`src/rtl/rcc_pkg.sv`:
```
package rcc_pkg;
  localparam int CODE_W = 3;
  localparam int NSRC   = 9;
  localparam int EN_W   = 4;
  localparam int CTL_W  = EN_W + 1;

  // source index; lower index wins
  localparam int S_POR  = 0;
  localparam int S_PIN  = 1;
  localparam int S_SUP  = 2;
  localparam int S_RAIL = 3;
  localparam int S_CORE = 4;
  localparam int S_CLK  = 5;
  localparam int S_SW   = 6;
  localparam int S_TMO  = 7;
  localparam int S_WARM = 8;

  typedef enum logic [1:0] {
    ST_ARMED = 2'd0,
    ST_HELD  = 2'd1,
    ST_COPY  = 2'd2
  } cap_state_e;

  function automatic logic [CODE_W-1:0] src_code(input int idx);
    logic [CODE_W-1:0] c;
    case (idx)
      S_POR:   c = 3'd0;
      S_PIN:   c = 3'd1;
      S_SUP:   c = 3'd2;
      S_RAIL:  c = 3'd4;
      S_CORE:  c = 3'd4;
      S_CLK:   c = 3'd5;
      S_SW:    c = 3'd6;
      S_TMO:   c = 3'd6;
      default: c = 3'd7;
    endcase
    return c;
  endfunction
endpackage

```
`src/rtl/rcc_ctl_regs.sv`:
```
module rcc_ctl_regs
  import rcc_pkg::*;
(
  input  logic             clk,
  input  logic             rst_n,
  input  logic             ctl_we_i,
  input  logic [CTL_W-1:0] ctl_wdata_i,
  input  logic             pad_we_i,
  input  logic             pad_wdata_i,
  output logic [EN_W-1:0]  en_o,
  output logic             sw_req_o,
  output logic             pad_dis_o
);
  localparam logic [EN_W-1:0] EN_RST = 4'b0111;

  logic [EN_W-1:0] en_q, en_d;
  logic            sw_q, sw_d;
  logic            pad_q, pad_d;
  logic            en_ce, pad_ce;

  assign en_ce  = ctl_we_i;
  assign pad_ce = pad_we_i;

  always_comb begin
    en_d  = ctl_wdata_i[CTL_W-1:1];
    sw_d  = ctl_we_i & ctl_wdata_i[0];
    pad_d = pad_wdata_i;
  end

  always_ff @(posedge clk or negedge rst_n) begin
    if (!rst_n) begin
      en_q  <= EN_RST;
      sw_q  <= 1'b0;
      pad_q <= 1'b0;
    end else begin
      if (en_ce)  en_q  <= en_d;
      sw_q <= sw_d;
      if (pad_ce) pad_q <= pad_d;
    end
  end

  assign en_o      = en_q;
  assign sw_req_o  = sw_q;
  assign pad_dis_o = pad_q;
endmodule

```
`src/rtl/rcc_src_qual.sv`:
```
module rcc_src_qual
  import rcc_pkg::*;
(
  input  logic [NSRC-1:0]   raw_i,
  input  logic [EN_W-1:0]   en_i,
  output logic [NSRC-1:0]   qual_o,
  output logic              any_o,
  output logic [CODE_W-1:0] root_o
);
  logic [NSRC-1:0] mask;

  // enable bit order: 0 supply, 1 rail, 2 core, 3 clock loss
  for (genvar g = 0; g < NSRC; g++) begin : g_mask
    if (g == S_SUP) begin : g_sup
      assign mask[g] = en_i[0];
    end else if (g == S_RAIL) begin : g_rail
      assign mask[g] = en_i[1];
    end else if (g == S_CORE) begin : g_core
      assign mask[g] = en_i[2];
    end else if (g == S_CLK) begin : g_clk
      assign mask[g] = en_i[3];
    end else begin : g_on
      assign mask[g] = 1'b1;
    end
  end

  assign qual_o = raw_i & mask;
  assign any_o  = |qual_o;

  always_comb begin
    root_o = '0;
    for (int i = NSRC - 1; i >= 0; i--) begin
      if (qual_o[i]) root_o = src_code(i);
    end
  end
endmodule

```
`src/rtl/rcc_capture_fsm.sv`:
```
module rcc_capture_fsm
  import rcc_pkg::*;
(
  input  logic              clk,
  input  logic              rst_n,
  input  logic              any_i,
  input  logic [CODE_W-1:0] root_i,
  output logic              sys_rst_o,
  output logic [CODE_W-1:0] cause_o,
  output cap_state_e        state_o
);
  localparam logic [CODE_W-1:0] CODE_POR = '0;

  cap_state_e        st_q, st_d;
  logic [CODE_W-1:0] cap_q, cap_d;
  logic [CODE_W-1:0] stat_q, stat_d;
  logic              rst_q;

  always_comb begin
    st_d   = st_q;
    cap_d  = cap_q;
    stat_d = stat_q;
    case (st_q)
      ST_ARMED: begin
        if (any_i) begin
          cap_d = root_i;
          st_d  = ST_HELD;
        end
      end
      ST_HELD: begin
        if (!any_i) st_d = ST_COPY;
      end
      ST_COPY: begin
        stat_d = cap_q;
        if (any_i) begin
          cap_d = CODE_POR;
          st_d  = ST_HELD;
        end else begin
          st_d = ST_ARMED;
        end
      end
      default: st_d = ST_ARMED;
    endcase
  end

  always_ff @(posedge clk or negedge rst_n) begin
    if (!rst_n) begin
      st_q   <= ST_ARMED;
      cap_q  <= CODE_POR;
      stat_q <= CODE_POR;
      rst_q  <= 1'b0;
    end else begin
      st_q   <= st_d;
      cap_q  <= cap_d;
      stat_q <= stat_d;
      rst_q  <= any_i;
    end
  end

  assign sys_rst_o = rst_q;
  assign cause_o   = stat_q;
  assign state_o   = st_q;
endmodule

```
`src/rtl/rcc_wake_flags.sv`:
```
module rcc_wake_flags (
  input  logic clk,
  input  logic rst_n,
  input  logic pad_dis_i,
  input  logic sd_evt_i,
  input  logic io_evt_i,
  output logic sd_o,
  output logic io_o
);
  logic sd_q, sd_d, io_q, io_d;

  always_comb begin
    sd_d = pad_dis_i ? 1'b0 : (sd_q | sd_evt_i);
    io_d = pad_dis_i ? 1'b0 : (io_q | io_evt_i);
  end

  always_ff @(posedge clk or negedge rst_n) begin
    if (!rst_n) begin
      sd_q <= 1'b0;
      io_q <= 1'b0;
    end else begin
      sd_q <= sd_d;
      io_q <= io_d;
    end
  end

  assign sd_o = sd_q;
  assign io_o = io_q;
endmodule

```
`src/rtl/rst_cause_capture.sv`:
```
module rst_cause_capture
  import rcc_pkg::*;
(
  input  logic              clk,
  input  logic              rst_n,
  input  logic              por_i,
  input  logic              pin_i,
  input  logic              bod_supply_i,
  input  logic              bod_rail_i,
  input  logic              core_loss_i,
  input  logic              clk_loss_i,
  input  logic              pm_timeout_i,
  input  logic              warm_req_i,
  input  logic              ctl_we_i,
  input  logic [CTL_W-1:0]  ctl_wdata_i,
  input  logic              pad_we_i,
  input  logic              pad_wdata_i,
  input  logic              wake_sd_evt_i,
  input  logic              wake_io_evt_i,
  output logic              sys_rst_o,
  output logic [CODE_W-1:0] cause_o,
  output logic [EN_W-1:0]   loss_en_o,
  output logic              pad_sleep_dis_o,
  output logic              wake_sd_o,
  output logic              wake_io_o
);
  logic [EN_W-1:0]   en;
  logic              sw_req;
  logic              pad_dis;
  logic [NSRC-1:0]   raw;
  logic [NSRC-1:0]   qual;
  logic              src_any;
  logic [CODE_W-1:0] root;
  cap_state_e        cap_state;

  rcc_ctl_regs u_regs (
    .clk         (clk),
    .rst_n       (rst_n),
    .ctl_we_i    (ctl_we_i),
    .ctl_wdata_i (ctl_wdata_i),
    .pad_we_i    (pad_we_i),
    .pad_wdata_i (pad_wdata_i),
    .en_o        (en),
    .sw_req_o    (sw_req),
    .pad_dis_o   (pad_dis)
  );

  always_comb begin
    raw         = '0;
    raw[S_POR]  = por_i;
    raw[S_PIN]  = pin_i;
    raw[S_SUP]  = bod_supply_i;
    raw[S_RAIL] = bod_rail_i;
    raw[S_CORE] = core_loss_i;
    raw[S_CLK]  = clk_loss_i;
    raw[S_SW]   = sw_req;
    raw[S_TMO]  = pm_timeout_i;
    raw[S_WARM] = warm_req_i;
  end

  rcc_src_qual u_qual (
    .raw_i  (raw),
    .en_i   (en),
    .qual_o (qual),
    .any_o  (src_any),
    .root_o (root)
  );

  rcc_capture_fsm u_fsm (
    .clk       (clk),
    .rst_n     (rst_n),
    .any_i     (src_any),
    .root_i    (root),
    .sys_rst_o (sys_rst_o),
    .cause_o   (cause_o),
    .state_o   (cap_state)
  );

  rcc_wake_flags u_wake (
    .clk       (clk),
    .rst_n     (rst_n),
    .pad_dis_i (pad_dis),
    .sd_evt_i  (wake_sd_evt_i),
    .io_evt_i  (wake_io_evt_i),
    .sd_o      (wake_sd_o),
    .io_o      (wake_io_o)
  );

  assign loss_en_o       = {en[3], en[2], en[1], en[0]};
  assign pad_sleep_dis_o = pad_dis;
endmodule

```
`config.mk`:
```
export PLATFORM = sky130hd
export DESIGN_NAME = rst_cause_capture
export DESIGN_NICKNAME = d
export VERILOG_FILES = /design/src/rtl/rcc_pkg.sv /design/src/rtl/rcc_ctl_regs.sv /design/src/rtl/rcc_src_qual.sv /design/src/rtl/rcc_capture_fsm.sv /design/src/rtl/rcc_wake_flags.sv /design/src/rtl/rst_cause_capture.sv
export SDC_FILE = /design/constraint.sdc
export NUM_CORES = 1
export LEC_CHECK = 0
export BUFFER_PORTS_ARGS = -buffer_cell sky130_fd_sc_hd__clkbuf_2
export CELL_PAD_IN_SITES_DETAIL_PLACEMENT = 0
export CELL_PAD_IN_SITES_GLOBAL_PLACEMENT = 1
export CORE_MARGIN = 4
export CORE_UTILIZATION = 39
export CTS_BUF_LIST = sky130_fd_sc_hd__clkbuf_2 sky130_fd_sc_hd__clkbuf_4 sky130_fd_sc_hd__clkbuf_8
export CTS_CLUSTER_DIAMETER = 60
export DETAILED_ROUTE_END_ITERATION = 6
export PLACE_DENSITY_LB_ADDON = 0.1
export SLEW_MARGIN = 20
export SYNTH_ARGS = -nofsm -noshare
export SYNTH_HDL_FRONTEND = slang
export SYNTH_SLANG_ARGS = --single-unit
```
`constraint.sdc`:
```
create_clock -name clk -period 1.91 [get_ports clk]
set_input_delay 0.0955 -clock clk [delete_from_list [all_inputs] [get_ports clk]]
set_output_delay 0.0955 -clock clk [all_outputs]
set_load 0.05 [all_outputs]
```
==> impl_metrics.tcl <==
set metrics [dict create \
    num_vias 540 \
    crit_path_start_kind "flop" \
    grt_max_degree 18 \
    syn_inst 52 \
    synth-seq-cells 17 \
    grt_pass1_vias 523 \
    synth_cell_types 21 \
    cts_resized 0 \
    hold_viol 0 \
    synth_xor_area_frac 0 \
    grt_pass1_wl_um 2300 \
    startpoint "u_regs.en_o[2]$_DFFE_PN1P_" \
    numClockSinks 17 \
    maxCapViolCount 0 \
    synthTopCellsByArea "dfrtp_1, mux2_2, dfstp_2, nor2_1, a32o_1" \
    yosys.area_share.simple 0.106 \
    crit_fanout 4 \
    drc 0 \
    hp-start "por_i" \
    layout_common_cells "clkbuf_2, dfrtp_1, mux2_2" \
    r2r_start "u_regs.en_o[2]$_DFFE_PN1P_" \
    initial_utilization 0.435 \
    status "finished clean" \
    clock_latency_ns 0.28 \
    synth_top_area_cell "dfrtp_1" \
    finalCriticalPeriod_ns 1.48 \
    synth_top_area_frac 0.511 \
    timing.final.ws_setup_ns 0.434 \
    area_growth_pct 32.1 \
    die_x_um 49.9 \
    vdd_drop_max_mv 0.498 \
    row_count 14 \
    synth_compound_area_frac 0.131 \
    drive_above_1_share 0.534 \
    fin_util 0.575 \
    wl_um 1320 \
    drtIter0Drc 16 \
    h-tree-depth 1 \
    path_cells "a222oi_1 > nand3_1 > a21boi_1" \
    coreArea_um2 1580 \
    post_cts_buffers 0 \
    crit_path_end_kind "flop" \
    period_share 0.773 \
    tightest_slew_ns 0.581 \
    cts_hold_buf 1 \
    dp_slack_ns 0.444 \
    worstPathArrival_ns 1.65 \
    rsz0062_at_grt "false" \
    syn-cell-area_um2 686 \
    clockBufferDepth 2 \
    slowest_delay_ns 0.55 \
    final_common_cell "clkbuf_2" \
    cp_slowest_cell "a222oi_1" \
    synthAdderAreaFrac 0 \
    avgSynthCellArea_um2 13.2 \
    cts_tree "yes" \
    die_y_um 49.9 \
    fp.dieArea_um2 2490 \
    finClkSkew_ns 0.000832 \
    relSlewSlack 0.613 \
    ys_warn_count 0 \
    yosysSeqAreaShare 0.626 \
    critPathRequiredTime_ns 2.08 \
    ios 31 \
    ant_nets 0 \
    fmax_ghz 0.678 \
    grt_overflow_total 0 \
    via_per_inst 5.19 \
    grt_usage 0.124 \
    p_leak_nw 0.454 \
    cts_root_buf "clkbuf_4" \
    fin_hold_ws_ns 0.0228 \
    tns_ns 0 \
    first_pass_iters 4 \
    gp_routability_congestion 0.726 \
    portBuffers 30 \
    num_antenna_cells 0 \
    antenna_found_initial 0 \
    setup_viol 0 \
    synth_top_family_by_area "compound AO/OA/AOI/OAI gates" \
    power_density_nw_per_um2 854 \
    drv_slew 0 \
    crit_buf_inv 0 \
    fin_nets 109 \
    synth_nets 72 \
    critical_path.top_delay_family "compound AO/OA/AOI/OAI gates" \
    critPathKind "flop to flop" \
    min_path_type "input pin to flop" \
    dpl.hpwl_um 1110 \
    clkTransAtPathRegs_ns 0.09 \
    numCtsBuffers 3 \
    synth_mux_area_frac 0.131 \
    routedWlPerCell_um 12.7 \
]
==> path summary, 6_finish.rpt <==
kind | depth (start not counted) | to | slack, ns
max reg2reg | 3 | u_fsm.state_o[0]$_DFFE_PN0P_ | 0.43
max | 3 | u_fsm.state_o[0]$_DFFE_PN0P_ | 0.43
max in group asynchronous | 2 | u_regs.en_o[0]$_DFFE_PN1P_ | 1.33
min reg2reg | 1 | u_wake.sd_o$_DFF_PN0_ | 0.47
min | 2 | u_fsm.cap_q[0]$_DFFE_PN0P_ | 0.02
min in group asynchronous | 2 | u_regs.pad_dis_o$_DFFE_PN0P_ | 0.26
==> flip-flops by register name (all words and copies together), names as in the netlist <==
signal / flops
u_wake.sd_o: 1
u_fsm.cause_o: 3
u_fsm.state_o: 2
u_regs.en_o: 4
u_regs.pad_dis_o: 1
u_fsm.sys_rst_o: 1
u_wake.io_o: 1
u_fsm.cap_q: 3
u_regs.sw_req_o: 1
==> layout make-up <==
cell class | instances | area, um2
Fill cell | 139 | 671
Sequential cell | 17 | 429
Multi-Input combinational cell | 34 | 253
Timing Repair Buffer | 32 | 170
Clock buffer | 4 | 30.0
Tap cell | 16 | 20.0
Inverter | 1 | 3.75
==> synth_stat cells <==
cell type / n
dfrtp_1: 14
mux2_2: 8
nor2_1: 7
dfstp_2: 3
nand2_1: 3
a32o_1: 2
a211oi_1: 1
a21boi_1: 1
a222oi_1: 1
a22o_1: 1
a22oi_1: 1
a31o_2: 1
a31oi_1: 1
and2_1: 1
inv_1: 1
nand2b_1: 1
nand3_1: 1
nor3_1: 1
nor3b_2: 1
o21ai_1: 1
o41ai_1: 1
==> cell families after synthesis <==
family / Yosys count
AO/OA/AOI/OAI: 11
flip-flops: 17
buffers and inverters: 1
AND/OR/NAND/NOR: 15
multiplexers: 8
==> stage by stage <==
step | instance area (um2) | total power [mW] | cells
after floorplan | 686 | 0.528 | 52
after global placement | 856 | 0.584 | 98
after detailed placement | 856 | 0.585 | 98
after CTS | 896 | 0.783 | 103
after global routing | 906 | 0.828 | 104
final | 906 | 0.774 | 104
==> power breakdown <==
group          internal, mW  switching, mW
logic                0.0586          0.102
clock network        0.0954          0.100
registers             0.397         0.0210
==> worst reg2reg max path: cells and delay by family (launching register included) <==
family,cells,cell delay (ns)
AO/OA/AOI/OAI,2,0.74
flip-flops,1,0.39
AND/OR/NAND/NOR,1,0.24
==> metal layers <==
| metal | routed length [um] | track usage | part of all wire |
|---|---|---|---|
| met5 | 0 | 0 | 0 |
| met2 | 675 | 0.203 | 0.51 |
| met4 | 8 | 0.0415 | 0.0060 |
| met1 | 550 | 0.137 | 0.42 |
| met3 | 90 | 0.0633 | 0.068 |
(Power assumes the default switching activity.)
